`src/rtl/mem_ref_exec_pkg.sv`:
```
package mem_ref_exec_pkg;

  localparam int OP_COUNT = 7;

  typedef enum logic [1:0] {
    WR_AC = 2'd0,
    WR_PC = 2'd1,
    WR_DR = 2'd2
  } wrSrc_e;

  typedef struct packed {
    logic   drFromMem;
    logic   drInc;
    logic   acAnd;
    logic   acAdd;
    logic   acLoadDr;
    logic   arInc;
    logic   pcFromAr;
    logic   pcSkipIfZero;
    logic   memWe;
    wrSrc_e wrSrc;
    logic   seqClr;
  } ctlStrobes_t;

endpackage

```
`src/rtl/mem_ref_exec_ctrl.sv`:
```
module mem_ref_exec_ctrl
  import mem_ref_exec_pkg::*;
(
  input  logic                t4,
  input  logic                t5,
  input  logic                t6,
  input  logic [OP_COUNT-1:0] opDec,
  output ctlStrobes_t         ctl
);

  localparam int OP_AND = 0;
  localparam int OP_ADD = 1;
  localparam int OP_LDA = 2;
  localparam int OP_STA = 3;
  localparam int OP_BUN = 4;
  localparam int OP_BSA = 5;
  localparam int OP_ISZ = 6;

  logic readsOperand;
  assign readsOperand = opDec[OP_AND] | opDec[OP_ADD] | opDec[OP_LDA] | opDec[OP_ISZ];

  always_comb begin
    ctl.drFromMem    = 1'b0;
    ctl.drInc        = 1'b0;
    ctl.acAnd        = 1'b0;
    ctl.acAdd        = 1'b0;
    ctl.acLoadDr     = 1'b0;
    ctl.arInc        = 1'b0;
    ctl.pcFromAr     = 1'b0;
    ctl.pcSkipIfZero = 1'b0;
    ctl.memWe        = 1'b0;
    ctl.wrSrc        = WR_AC;
    ctl.seqClr       = 1'b0;

    if (t4) begin
      if (readsOperand) ctl.drFromMem = 1'b1;
      if (opDec[OP_STA]) begin
        ctl.memWe  = 1'b1;
        ctl.wrSrc  = WR_AC;
        ctl.seqClr = 1'b1;
      end
      if (opDec[OP_BUN]) begin
        ctl.pcFromAr = 1'b1;
        ctl.seqClr   = 1'b1;
      end
      if (opDec[OP_BSA]) begin
        ctl.memWe = 1'b1;
        ctl.wrSrc = WR_PC;
        ctl.arInc = 1'b1;
      end
    end

    if (t5) begin
      if (opDec[OP_AND]) begin
        ctl.acAnd  = 1'b1;
        ctl.seqClr = 1'b1;
      end
      if (opDec[OP_ADD]) begin
        ctl.acAdd  = 1'b1;
        ctl.seqClr = 1'b1;
      end
      if (opDec[OP_LDA]) begin
        ctl.acLoadDr = 1'b1;
        ctl.seqClr   = 1'b1;
      end
      if (opDec[OP_BSA]) begin
        ctl.pcFromAr = 1'b1;
        ctl.seqClr   = 1'b1;
      end
      if (opDec[OP_ISZ]) ctl.drInc = 1'b1;
    end

    if (t6 && opDec[OP_ISZ]) begin
      ctl.memWe        = 1'b1;
      ctl.wrSrc        = WR_DR;
      ctl.pcSkipIfZero = 1'b1;
      ctl.seqClr       = 1'b1;
    end
  end

endmodule

```
`src/rtl/mem_ref_exec_dp.sv`:
```
module mem_ref_exec_dp
  import mem_ref_exec_pkg::*;
#(
  parameter int DATA_W = 16,
  parameter int ADDR_W = 12
) (
  input  logic              clk,
  input  logic              rstN,
  input  ctlStrobes_t       ctl,
  input  logic              ldEn,
  input  logic [ADDR_W-1:0] ldAr,
  input  logic [ADDR_W-1:0] ldPc,
  input  logic [DATA_W-1:0] ldAc,
  input  logic              ldE,
  input  logic [DATA_W-1:0] memRdata,
  output logic [DATA_W-1:0] memWdata,
  output logic [DATA_W-1:0] acReg,
  output logic              eReg,
  output logic [DATA_W-1:0] drReg,
  output logic [ADDR_W-1:0] pcReg,
  output logic [ADDR_W-1:0] arReg
);

  localparam int PAD_W = DATA_W - ADDR_W;

  logic [DATA_W:0]   sumWide;
  logic              drIsZero;
  logic [DATA_W-1:0] pcWord;

  assign sumWide  = {1'b0, acReg} + {1'b0, drReg};
  assign drIsZero = (drReg == '0);

  generate
    if (PAD_W > 0) begin : gPad
      assign pcWord = {{PAD_W{1'b0}}, pcReg};
    end else begin : gNoPad
      assign pcWord = pcReg[DATA_W-1:0];
    end
  endgenerate

  always_comb begin
    case (ctl.wrSrc)
      WR_PC:   memWdata = pcWord;
      WR_DR:   memWdata = drReg;
      default: memWdata = acReg;
    endcase
  end

  always_ff @(posedge clk or negedge rstN) begin
    if (!rstN) begin
      acReg <= '0;
      eReg  <= 1'b0;
      drReg <= '0;
      pcReg <= '0;
      arReg <= '0;
    end else if (ldEn) begin
      arReg <= ldAr;
      pcReg <= ldPc;
      acReg <= ldAc;
      eReg  <= ldE;
    end else begin
      if (ctl.drFromMem)     drReg <= memRdata;
      else if (ctl.drInc)    drReg <= drReg + 1'b1;

      if (ctl.acAnd)         acReg <= acReg & drReg;
      else if (ctl.acAdd)    {eReg, acReg} <= sumWide;
      else if (ctl.acLoadDr) acReg <= drReg;

      if (ctl.arInc)         arReg <= arReg + 1'b1;

      if (ctl.pcFromAr)      pcReg <= arReg;
      else if (ctl.pcSkipIfZero && drIsZero) pcReg <= pcReg + 1'b1;
    end
  end

endmodule

```
`src/rtl/mem_ref_exec.sv`:
```
module mem_ref_exec
  import mem_ref_exec_pkg::*;
#(
  parameter int DATA_W = 16,
  parameter int ADDR_W = 12
) (
  input  logic                clk,
  input  logic                rstN,
  input  logic                t4,
  input  logic                t5,
  input  logic                t6,
  input  logic [OP_COUNT-1:0] opDec,
  input  logic [DATA_W-1:0]   memRdata,
  input  logic                ldEn,
  input  logic [ADDR_W-1:0]   ldAr,
  input  logic [ADDR_W-1:0]   ldPc,
  input  logic [DATA_W-1:0]   ldAc,
  input  logic                ldE,
  output logic [ADDR_W-1:0]   memAddr,
  output logic [DATA_W-1:0]   memWdata,
  output logic                memWe,
  output logic                seqClr,
  output logic [DATA_W-1:0]   acOut,
  output logic                eOut,
  output logic [DATA_W-1:0]   drOut,
  output logic [ADDR_W-1:0]   pcOut,
  output logic [ADDR_W-1:0]   arOut
);

  ctlStrobes_t ctl;

  mem_ref_exec_ctrl uCtrl (
    .t4    (t4),
    .t5    (t5),
    .t6    (t6),
    .opDec (opDec),
    .ctl   (ctl)
  );

  mem_ref_exec_dp #(
    .DATA_W (DATA_W),
    .ADDR_W (ADDR_W)
  ) uDp (
    .clk      (clk),
    .rstN     (rstN),
    .ctl      (ctl),
    .ldEn     (ldEn),
    .ldAr     (ldAr),
    .ldPc     (ldPc),
    .ldAc     (ldAc),
    .ldE      (ldE),
    .memRdata (memRdata),
    .memWdata (memWdata),
    .acReg    (acOut),
    .eReg     (eOut),
    .drReg    (drOut),
    .pcReg    (pcOut),
    .arReg    (arOut)
  );

  assign memAddr = arOut;
  assign memWe   = ctl.memWe;
  assign seqClr  = ctl.seqClr;


  we_single_cycle_chk: assert property (@(posedge clk) disable iff (!rstN)
    memWe |=> !memWe);


  add_carry_chk: assert property (@(posedge clk) disable iff (!rstN)
    (t5 && opDec[1] && !ldEn) |=>
      ({eOut, acOut} == ({1'b0, $past(acOut)} + {1'b0, $past(drOut)})));


  e_kept_chk: assert property (@(posedge clk) disable iff (!rstN)
    (t5 && (opDec[0] || opDec[2]) && !ldEn) |=> $stable(eOut));


  bsa_store_pad_chk: assert property (@(posedge clk) disable iff (!rstN)
    (t4 && opDec[5]) |-> (memWe && memWdata[DATA_W-1:ADDR_W] == '0));


  bun_target_chk: assert property (@(posedge clk) disable iff (!rstN)
    (t4 && opDec[4] && !ldEn) |=> (pcOut == $past(arOut)));


  isz_skip_chk: assert property (@(posedge clk) disable iff (!rstN)
    (t6 && opDec[6] && drOut == '0 && !ldEn) |=> (pcOut == $past(pcOut) + 1'b1));


  idle_quiet_chk: assert property (@(posedge clk) disable iff (!rstN)
    (!t4 && !t5 && !t6) |-> (!memWe && !seqClr));

endmodule

```
`config.mk`:
```
export PLATFORM = sky130hd
export DESIGN_NAME = mem_ref_exec
export DESIGN_NICKNAME = d
export VERILOG_FILES = /design/src/rtl/mem_ref_exec_pkg.sv /design/src/rtl/mem_ref_exec_ctrl.sv /design/src/rtl/mem_ref_exec_dp.sv /design/src/rtl/mem_ref_exec.sv
export SDC_FILE = /design/constraint.sdc
export NUM_CORES = 1
export LEC_CHECK = 0
export BUFFER_PORTS_ARGS = -buffer_cell sky130_fd_sc_hd__buf_2
export CAP_MARGIN = 20
export CORE_ASPECT_RATIO = 1.75
export CORE_MARGIN = 3
export CORE_UTILIZATION = 52
export DETAILED_ROUTE_END_ITERATION = 8
export GPL_TIMING_DRIVEN = 0
export PLACE_DENSITY = 0.82
export SETUP_SLACK_MARGIN = 0.1
export SLEW_MARGIN = 20
export SYNTH_ARGS = -nofsm -noshare
export SYNTH_HDL_FRONTEND = slang
export SYNTH_SLANG_ARGS = --single-unit
```
`constraint.sdc`:
```
create_clock -name clk -period 2.7 [get_ports clk]
set_input_delay 0.54 -clock clk [delete_from_list [all_inputs] [get_ports clk]]
set_output_delay 0.54 -clock clk [all_outputs]
set_load 0.02 [all_outputs]
```
==> results of run 1 <==
-- synthesized netlist by cell type (3+ instances only) --
master | number | share of area (%)
a21o_1 | 6 | 0.94
nor4_1 | 4 | 0.52
a21oi_2 | 4 | 0.73
or3_1 | 4 | 0.52
a21oi_1 | 56 | 5.8
nand4_1 | 11 | 1.4
a221oi_1 | 8 | 1.5
nand2_1 | 77 | 6.0
o211ai_1 | 5 | 0.78
nor2b_1 | 3 | 0.39
clkbuf_1 | 23 | 1.8
buf_4 | 13 | 2.0
o22ai_1 | 5 | 0.65
a211oi_1 | 8 | 1.3
a22oi_1 | 4 | 0.63
ha_1 | 20 | 5.2
nor2_1 | 38 | 3.0
and3_1 | 11 | 1.4
o31ai_1 | 3 | 0.47
a31oi_1 | 7 | 0.91
and2_1 | 10 | 1.3
nand2b_1 | 3 | 0.39
o21ai_0 | 69 | 7.2
mux2i_1 | 17 | 3.5
buf_1 | 3 | 0.23
xnor2_1 | 18 | 3.3
nand3_1 | 17 | 1.8
xor2_1 | 11 | 2.0
dfrtp_1 | 57 | 30
nor3_1 | 11 | 1.1
buf_2 | 10 | 1.0
a22o_1 | 8 | 1.5
o21a_1 | 4 | 0.63
inv_1 | 10 | 0.78
-- power by group through the flow --
stage | logic, uW | clock network [uW] | registers [uW]
6_report | 1770 | 1290 | 1250
3_3_place_gp | 1720 | 0 | 1250
2_1_floorplan | 1070 | 0 | 1330
3_5_place_dp | 1750 | 0 | 1260
5_1_grt | 1920 | 1330 | 1270
4_1_cts | 1760 | 1300 | 1240
-- worst max-delay path, cell delays in order --
cell     delay, ns
buf_2         0.12
or3_1         0.44
nand2_1       0.25
buf_2         0.31
nand3_1       0.10
buf_2         0.18
-- registers in the layout (all words and copies together) (netlist names) --
signal,flops
uDp.eReg,1
uDp.pcReg,12
uDp.acReg,16
uDp.arReg,12
uDp.drReg,16
-- metal layers --
metal | vias to the layer above | global-route usage (%) | wire, um
met2 | 299 | 61.9 | 9580
met1 | 2530 | 35.2 | 6050
met3 | 73 | 4.50 | 1240
met4 | 0 | 19.6 | 860
li1 | 2530 | - | -
met5 | - | 0 | 0
-- final cells by class --
class / instances / area (um^2) / area share [%]
timing repair buffer: 155 / 778 / 12.8
tap: 117 / 146 / 2.42
clock inverter: 2 / 60.1 / 0.991
buffer: 52 / 292 / 4.81
sequential: 57 / 1430 / 23.5
multi-input combinational: 484 / 3050 / 50.3
inverter: 10 / 37.5 / 0.620
clock buffer: 13 / 270 / 4.46
-- worst paths after layout --
kind,start,endpoint,slack [ns],cells past startpoint
max,opDec[0],seqClr,0.21,6
min,rstN,uDp.pcReg[4],0.27,1
max reg2reg,uDp.drReg[10],uDp.acReg[14],0.32,8
min reg2reg,uDp.pcReg[1],uDp.pcReg[1],0.62,1
max in group asynchronous,rstN,uDp.drReg[9],1.90,1
min in group clk,ldAr[2],uDp.arReg[2],0.41,3
-- what timing repair did --
item	in CTS	in global routing
gates resized for setup	2	3
gates cloned	0	0
setup endpoints to repair	10	8
-- through the flow --
stage               TNS [ns]  setup WS [ns]  instances  utilization, %
finish                     0          0.212        890            68.5
global route               0         0.0965        890            68.5
CTS                        0          0.126        890            68.5
detailed placement   -0.0577        -0.0323        875            64.7
global placement     -0.0399        -0.0194        875            64.7
floorplan                  0          0.259        603               -
-- cells by family (layout without fill, tap and decap cells) --
group,after synthesis,in the layout,synth area share (%)
AND/OR/NAND/NOR,203,203,20.8
XOR/XNOR,29,29,5.30
flip-flops,57,57,29.7
buffers and inverters,62,232,6.78
multiplexers,18,18,3.78
adder cells (fa/ha/maj),21,21,5.64
AO/OA/AOI/OAI,213,213,27.9
==> impl_metrics.json, run 1 <==
{
  "status": "finished, final reports clean",
  "setup_viol": 0,
  "synthesis.nets": 694,
  "final_nets": 860,
  "cts.htree.levels": 3,
  "finalHoldWorstSlack_ns": 0.273,
  "clock_latency_ns": 0.34,
  "path_max_fanout": 10,
  "layout_commonest_cell": "buf_2",
  "first_iter_violations": 395,
  "synth_edf_count": 0,
  "drt-pass1-iter-count": 5,
  "hold_viol_final": 0,
  "portBuffers": 155,
  "cts_sinks": 57,
  "initial_core_util_pct": 54.3,
  "p_comb_share_pct": 41.0,
  "drive_gt1_share_pct": 29.0,
  "synth_ff_type": "dfrtp_1",
  "p_switching_uw": 1760,
  "path_clk_slew_ns": 0.05,
  "drtAntennaViolNets": 0,
  "synthArstFlopShare_pct": 100,
  "ys_seq_area_share_pct": 29.7,
  "fmax_ghz": 0.402,
  "stdcell_area_mm2": 0.00606,
  "placed_cell_area_mm2": 0.00572,
  "fp-row-count": 45,
  "gp_congestion": 0.949,
  "synth_cell_type_count": 69,
  "required_ns": 2.16,
  "hpwl_um": 13800,
  "postCtsSetupBuffers": 0,
  "period_share_pct": 92.1,
  "final_cell_mix": "buf_2 (166), nand2_1 (77), o21ai_0 (69), dfrtp_1 (57), a21oi_1 (55)",
  "cts-buffers-inserted": 9,
  "grt_max_degree": 58,
  "nFillCells": 787,
  "tightest_slew_ns": 0.831,
  "coreArea_mm2": 0.00884,
  "end_kind": "output port",
  "wl_per_cell_um": 19.9,
  "fp.dieH_um": 133,
  "syn_to_final_growth_pct": 26.3,
  "clock_path_buffers": 2,
  "p_leak_uw": 0.00284,
  "drc": 0,
  "final-max-slew-violation-count": 0,
  "grt_pass1_vias": 5239,
  "cts_tree": "built",
  "skew_ns": 0.00609,
  "maxCapViolCount": 0,
  "total_power_uw": 4320,
  "start_kind": "primary input",
  "ys_warn_count": 0,
  "syn_area_per_cell_um2": 7.95,
  "critPathKind": "primary input to output port",
  "sw_frac_of_total_pct": 40.7,
  "synthesis.area_mm2": 0.00480,
  "grt_pass1_wl_um": 27100,
  "fin_crit_ns": 2.49,
  "seqPwrFrac_pct": 29.0,
  "grt_antenna_before_repair": 0,
  "postSynthCellCount": 603,
  "hold_class": "primary input to async pin",
  "maxSlewHeadroom_pct": 44.6,
  "synth_seq_cells": 57,
  "routed_via_density": 6.10,
  "wirelength_um": 17700,
  "grt_overflow_total": 0,
  "root_buffer": "clkbuf_16",
  "grt_use_total_pct": 33.5,
  "via_count": 5432,
  "io_pins": 157,
  "p_int_uw": 2560,
  "holdBufCountCts": 0,
  "peakVddDrop_uv": 403,
  "die-area_mm2": 0.0105,
  "die_w_um": 78.6,
  "n_antenna_cell": 0,
  "power_density_mw_per_mm2": 713,
  "rsz0062_at_grt": "true",
  "power_frac_clock_pct": 30.0,
  "cp.arrival_ns": 1.95
}
No activity file was read; power rests on OpenSTA's default activity.
==> inputs of run 2 (changes only) <==
--- a/config.mk
+++ b/config.mk
@@ -9,7 +9,7 @@
 export CAP_MARGIN = 20
 export CORE_ASPECT_RATIO = 1.75
 export CORE_MARGIN = 3
-export CORE_UTILIZATION = 52
+export CORE_UTILIZATION = 53
 export DETAILED_ROUTE_END_ITERATION = 8
 export GPL_TIMING_DRIVEN = 0
 export PLACE_DENSITY = 0.82
@@ -17,4 +17,5 @@
 export SLEW_MARGIN = 20
 export SYNTH_ARGS = -nofsm -noshare
 export SYNTH_HDL_FRONTEND = slang
+export SYNTH_HIERARCHICAL = 1
 export SYNTH_SLANG_ARGS = --single-unit
==> constraint.sdc (replaced) <==
create_clock -name clk -period 2.7 [get_ports clk]
set_input_delay 0.81 -clock clk [delete_from_list [all_inputs] [get_ports clk]]
set_output_delay 0.81 -clock clk [all_outputs]
set_load 0.02 [all_outputs]
==> run 2 against run 1 <==
Compared with the run above: the flow now finishes with violations (negative setup slack); clock power fell by 10%; synthesized area rose by 7.2%; cell area rose by 15%.
==> impl_metrics.json, run 2 <==
{
  "rsz0062_at_grt": "true",
  "peakVddDrop_uv": 488,
  "synthArstFlopShare_pct": 100,
  "grt_pass1_wl_um": 33800,
  "grt_use_total_pct": 40.9,
  "synth_fa_ha_area_share_pct": 5.74,
  "cts_sinks": 57,
  "yosys.area.top_type": "dfrtp_1",
  "drive_gt1_share_pct": 34.0,
  "grt_max_degree": 58,
  "setup_viol": 16,
  "synth_cell_type_count": 75,
  "ys_seq_area_share_pct": 27.8,
  "die-area_mm2": 0.0110,
  "synth-compound-area-share_pct": 28.5,
  "cp.arrival_ns": 2.09,
  "via_count": 6521,
  "maxSlewHeadroom_pct": 42.9,
  "post-route-util_pct": 75.2,
  "cts-buffers-inserted": 9,
  "synth-simple-area-share_pct": 22.9,
  "path_clk_slew_ns": 0.06,
  "drc": 0,
  "final-max-slew-violation-count": 0,
  "drt-pass1-iter-count": 8,
  "synthesis.nets": 755,
  "netlist_top_cells_count": "nand2_1 (90), o21ai_0 (80), dfrtp_1 (57)",
  "cts.htree.levels": 3,
  "top_regs": "uDp/acReg x16, uDp/drReg x16",
  "syn_area_per_cell_um2": 7.76,
  "fmax_ghz": 0.344,
  "wirelength_um": 22400,
  "synth_seq_cells": 57,
  "required_ns": 1.89,
  "hpwl_um": 16100,
  "violations": "negative setup slack",
  "synth_top_area_share_pct": 27.8,
  "total_power_uw": 4910,
  "status": "finished with violations",
  "tightest_slew_ns": 0.857,
  "maxCapViolCount": 0,
  "fp.dieH_um": 136,
  "root_buffer": "clkbuf_16",
  "cpPeakStageDelay_ns": 0.33,
  "n_antenna_cell": 0,
  "p_leak_uw": 0.00311,
  "fp-row-count": 46,
  "path_max_fanout": 5,
  "post-synth-top-count-cell": "nand2_1",
  "skew_ns": 0.00608,
  "synth_ff_type": "dfrtp_1",
  "grt_overflow_total": 0,
  "path_cells": "buf_6, and2_4, nor2_4, inv_2, ha_4, clkbuf_8, nand2_1, o21ai_4, buf_6",
  "synthMuxAreaShare_pct": 3.75,
  "clock_path_buffers": 2,
  "io_pins": 157,
  "die_w_um": 80.4,
  "first_iter_violations": 778,
  "fin_crit_ns": 2.90,
  "hold_viol_final": 0,
  "layout_commonest_cell": "buf_2",
  "end_kind": "output port",
  "cpMostUsedCell": "buf_6",
  "coreArea_mm2": 0.00927,
  "crit_slowest_cell": "ha_4",
  "synthesis.area_mm2": 0.00514,
  "grt_antenna_before_repair": 0,
  "start_kind": "primary input",
  "syn_to_final_growth_pct": 35.6,
  "cts_tree": "built",
  "initial_core_util_pct": 55.5,
  "period_share_pct": 108,
  "hold_class": "primary input to async pin",
  "yosys.area_share.xor_xnor_pct": 4.09,
  "ys_warn_count": 6,
  "final_nets": 927,
  "ys_top_cells_by_area": "dfrtp_1 (28%), o21ai_0 (7.8%), nand2_1 (6.6%)",
  "layout_setup_ws_ns": -0.205,
  "power_density_mw_per_mm2": 704,
  "wl_per_cell_um": 23.3,
  "final_cell_mix": "buf_2 (150), nand2_1 (70), o21ai_0 (63), dfrtp_1 (57), a21oi_1 (55)",
  "gp_congestion": 1.04,
  "grt_pass1_vias": 6506,
  "synth_edf_count": 0,
  "routed_via_density": 6.80,
  "clock_latency_ns": 0.33,
  "postSynthCellCount": 662,
  "synth_top_family_by_area": "compound AO/OA/AOI/OAI gates",
  "critPathKind": "primary input to output port",
  "drtAntennaViolNets": 0,
  "portBuffers": 156
}
[run 2: changes by cell type after synthesis, moves of 6 or more]
cell and change:
a22o_1 -6, a22oi_1 +14, inv_1 +9, nand2_1 +13
nor2_1 -11, nor3_1 +6, o21ai_0 +11, xor2_1 -6
[run 2: final timing paths]
path,cells after the start,endpoint,slack (ns),start
setup / recovery,9,memWdata[9],-0.20,t6
hold / removal,1,uDp/acReg[8],0.54,rstN
setup reg to reg,6,uDp/eReg,0.19,uDp/drReg[5]
hold reg to reg,2,uDp/acReg[0],0.57,uDp/acReg[0]
max in group asynchronous,1,uDp/drReg[13],1.62,rstN
min in group clk,2,uDp/acReg[0],0.57,uDp/acReg[0]
[run 2: repair_timing]
item,4_1_cts,5_1_grt
resized for setup,56,18
hold buffers,0,0
pin swaps,6,7
buffers inserted,4,1
gates cloned,1,0
endpoints found under the setup margin,19,22
[run 2: worst max-delay path: cells and delay by family]
kind / cells / cell delay (ns)
AND/OR/NAND/NOR: 3 / 0.39
AO/OA/AOI/OAI: 1 / 0.09
buffers and inverters: 4 / 0.47
adder cells (fa/ha/maj): 1 / 0.33
[run 2: cell type report]
class	count	area [um^2]
Tap cell	120	150
Timing Repair Buffer	162	955
Buffer	55	385
Multi-Input combinational cell	528	3670
Clock inverter	5	55.1
Fill cell	730	2300
Sequential cell	57	1430
Clock buffer	11	243
Inverter	21	78.8
[run 2: routing by layer]
metal / wire (um) / up-vias / share of wire, % / GRT usage [%]
li1: - / 2788 / - / -
met1: 7190 / 2999 / 32 / 42.2
met2: 11200 / 568 / 50 / 70.9
met3: 2140 / 166 / 9.6 / 8.89
met4: 1820 / 0 / 8.1 / 29.7
met5: 0 / - / 0 / 0
[run 2: kinds of logic (layout without fill, tap and decap cells)]
logic type / count (synthesis) / in the layout
multiplexers: 19 / 19
flip-flops: 57 / 57
adder cells (fa/ha/maj): 23 / 23
AO/OA/AOI/OAI: 232 / 232
AND/OR/NAND/NOR: 230 / 230
buffers and inverters: 77 / 254
XOR/XNOR: 24 / 24
[run 2: through the flow]
step	instance area (um^2)	TNS [ns]	hold slack (ns)	std cells	setup slack (ns)
finish	6970	-2.47	0.544	959	-0.205
global route	6970	-3.06	0.595	959	-0.230
CTS	6900	-2.27	0.571	958	-0.190
detailed placement	6380	-6.51	0.542	938	-0.317
global placement	6380	-6.06	0.531	938	-0.312
floorplan	5450	0	0.514	662	0.0211
[run 2: power breakdown]
| group | switching, uW | internal (uW) | total [uW] |
|---|---|---|---|
| registers | 370 | 1000 | 1370 |
| logic | 1440 | 944 | 2380 |
| clock network | 422 | 736 | 1160 |
| total | 2230 | 2680 | 4910 |
==> inputs of run 3 (changes only) <==
==> constraint.sdc (replaced) <==
create_clock -name clk -period 2.7 [get_ports clk]
set_input_delay 0.27 -clock clk [delete_from_list [all_inputs] [get_ports clk]]
set_output_delay 0.27 -clock clk [all_outputs]
set_load 0.02 [all_outputs]
==> run 3 against run 2 <==
Compared with the run above: the run now ends clean; first-iteration DRC count decreased by 6.7%; wire length shrank 8.8%; global-route usage is 3.9 points lower; clock skew is 0.0023 ns lower; count of clock-buffer cells in the layout down 2; largest cell class unchanged.
==> impl_metrics.json, run 3 (synthesis gave the netlist of run 2 again) <==
{
  "layout_commonest_cell": "buf_2",
  "power_density_mw_per_mm2": 727,
  "initial_core_util_pct": 55.5,
  "cts.htree.levels": 3,
  "die-area_mm2": 0.0110,
  "first_iter_violations": 726,
  "coreArea_mm2": 0.00927,
  "critPathKind": "primary input to output port",
  "n_antenna_cell": 0,
  "hold_viol_final": 0,
  "hpwl_um": 15500,
  "drtAntennaViolNets": 0,
  "peakVddDrop_uv": 489,
  "grt_max_degree": 58,
  "rsz0062_at_grt": "false",
  "fin_crit_ns": 2.50,
  "maxCapViolCount": 0,
  "grt_overflow_total": 0,
  "wl_per_cell_um": 21.4,
  "drive_gt1_share_pct": 26.9,
  "start_kind": "primary input",
  "routed_via_density": 6.68,
  "path_max_fanout": 10,
  "fp.dieH_um": 136,
  "cp.arrival_ns": 2.23,
  "cp_top_family": "buffers and inverters",
  "hold_class": "primary input to async pin",
  "stdcell_count": 954,
  "path_cells": "buf_2, and2_1, nor2_1, inv_1, ha_1, clkbuf_1, clkbuf_1, a22oi_1, o21ai_0, buf_2",
  "nFillCells": 825,
  "path_clk_slew_ns": 0.05,
  "via_count": 6368,
  "gp_congestion": 1.07,
  "fmax_ghz": 0.400,
  "wirelength_um": 20400,
  "final-max-slew-violation-count": 0,
  "die_w_um": 80.4,
  "syn_to_final_growth_pct": 24.4,
  "portBuffers": 156,
  "period_share_pct": 92.7,
  "setup_tns_ns": 0,
  "final_cell_mix": "buf_2 (168), nand2_1 (90), o21ai_0 (80), a21oi_1 (56), dfrtp_1 (56)",
  "drc": 0,
  "cts_tree": "built",
  "setup_viol": 0,
  "grt_pass1_vias": 6127,
  "top_regs": "uDp/acReg x16, uDp/drReg x16",
  "cts_sinks": 57,
  "p_leak_uw": 0.00293,
  "grt_use_total_pct": 37.0,
  "finalHoldWorstSlack_ns": 0.0165,
  "crit_slowest_cell": "clkbuf_1",
  "total_power_uw": 4650,
  "post-route-util_pct": 69.0,
  "skew_ns": 0.00382,
  "drt-pass1-iter-count": 6,
  "clock_latency_ns": 0.32,
  "required_ns": 2.43,
  "io_pins": 157,
  "dp_cells": 938,
  "grt_antenna_before_repair": 0,
  "critPathBufInv": 5,
  "grt_pass1_wl_um": 31000,
  "fp-row-count": 46,
  "cts-buffers-inserted": 9,
  "regArea_mm2": 0.00143,
  "multi_input_area_mm2": 0.00334,
  "end_kind": "output port",
  "root_buffer": "clkbuf_16",
  "cpPeakStageDelay_ns": 0.45,
  "tightest_slew_ns": 0.943,
  "clock_path_buffers": 2,
  "final_nets": 922,
  "status": "finished, final reports clean",
  "maxSlewHeadroom_pct": 36.5
}
-- run 3: routing by layer --
| layer | share of wire [%] | track usage (%) | vias to the layer above |
|---|---|---|---|
| met2 | 49 | 64.0 | 517 |
| li1 | - | - | 2773 |
| met1 | 33 | 39.0 | 2932 |
| met5 | 0 | 0 | - |
| met3 | 9.7 | 6.76 | 146 |
| met4 | 8.4 | 27.2 | 0 |
-- run 3: through the flow --
| step | cell area (um^2) | setup slack [ns] |
|---|---|---|
| after global placement | 6070 | 0.269 |
| after global routing | 6390 | 0.107 |
| after floorplan | 5140 | 0.473 |
| after detailed placement | 6070 | 0.242 |
| final | 6390 | 0.198 |
| after CTS | 6390 | 0.226 |
-- run 3: worst paths after layout --
path / from / end / slack (ns) / cells past startpoint
max reg2reg: uDp/drReg[0] / uDp/acReg[12] / 0.23 / 7
min in group clk: ldAr[3] / uDp/arReg[3] / 0.16 / 3
min reg2reg: uDp/acReg[5] / uDp/acReg[5] / 0.55 / 2
max: opDec[6] / memWdata[11] / 0.20 / 10
min: rstN / uDp/pcReg[1] / 0.02 / 1
max in group asynchronous: rstN / uDp/drReg[11] / 2.14 / 1
-- run 3: final cells by class --
cell class / count / share of cell area [%]
buffer: 56 / 4.58
clock buffer: 9 / 3.52
inverter: 21 / 1.23
multi-input combinational: 528 / 52.3
tap: 120 / 2.35
clock inverter: 7 / 1.47
timing repair buffer: 156 / 12.3
sequential: 57 / 22.3
-- run 3: repair_timing --
action	CTS	global route
buffers inserted	0	0
hold buffers	0	0
setup endpoints to repair	0	1
resized for setup	0	1
-- run 3: power by group --
| part | internal [uW] | switching, uW | leakage (uW) |
|---|---|---|---|
| clock network | 807 | 419 | 0.000152 |
| registers | 1000 | 338 | 0.000681 |
| logic | 780 | 1300 | 0.00209 |
| total | 2590 | 2060 | 0.00293 |
-- run 3: worst reg2reg max path, cell delays in order (launching register included) --
cell and delay (ns):
dfrtp_1 0.51, ha_1 0.30, fa_1 0.42, a21o_1 0.24
a221oi_2 0.32, o21bai_1 0.16, mux2i_1 0.16, o221a_2 0.24
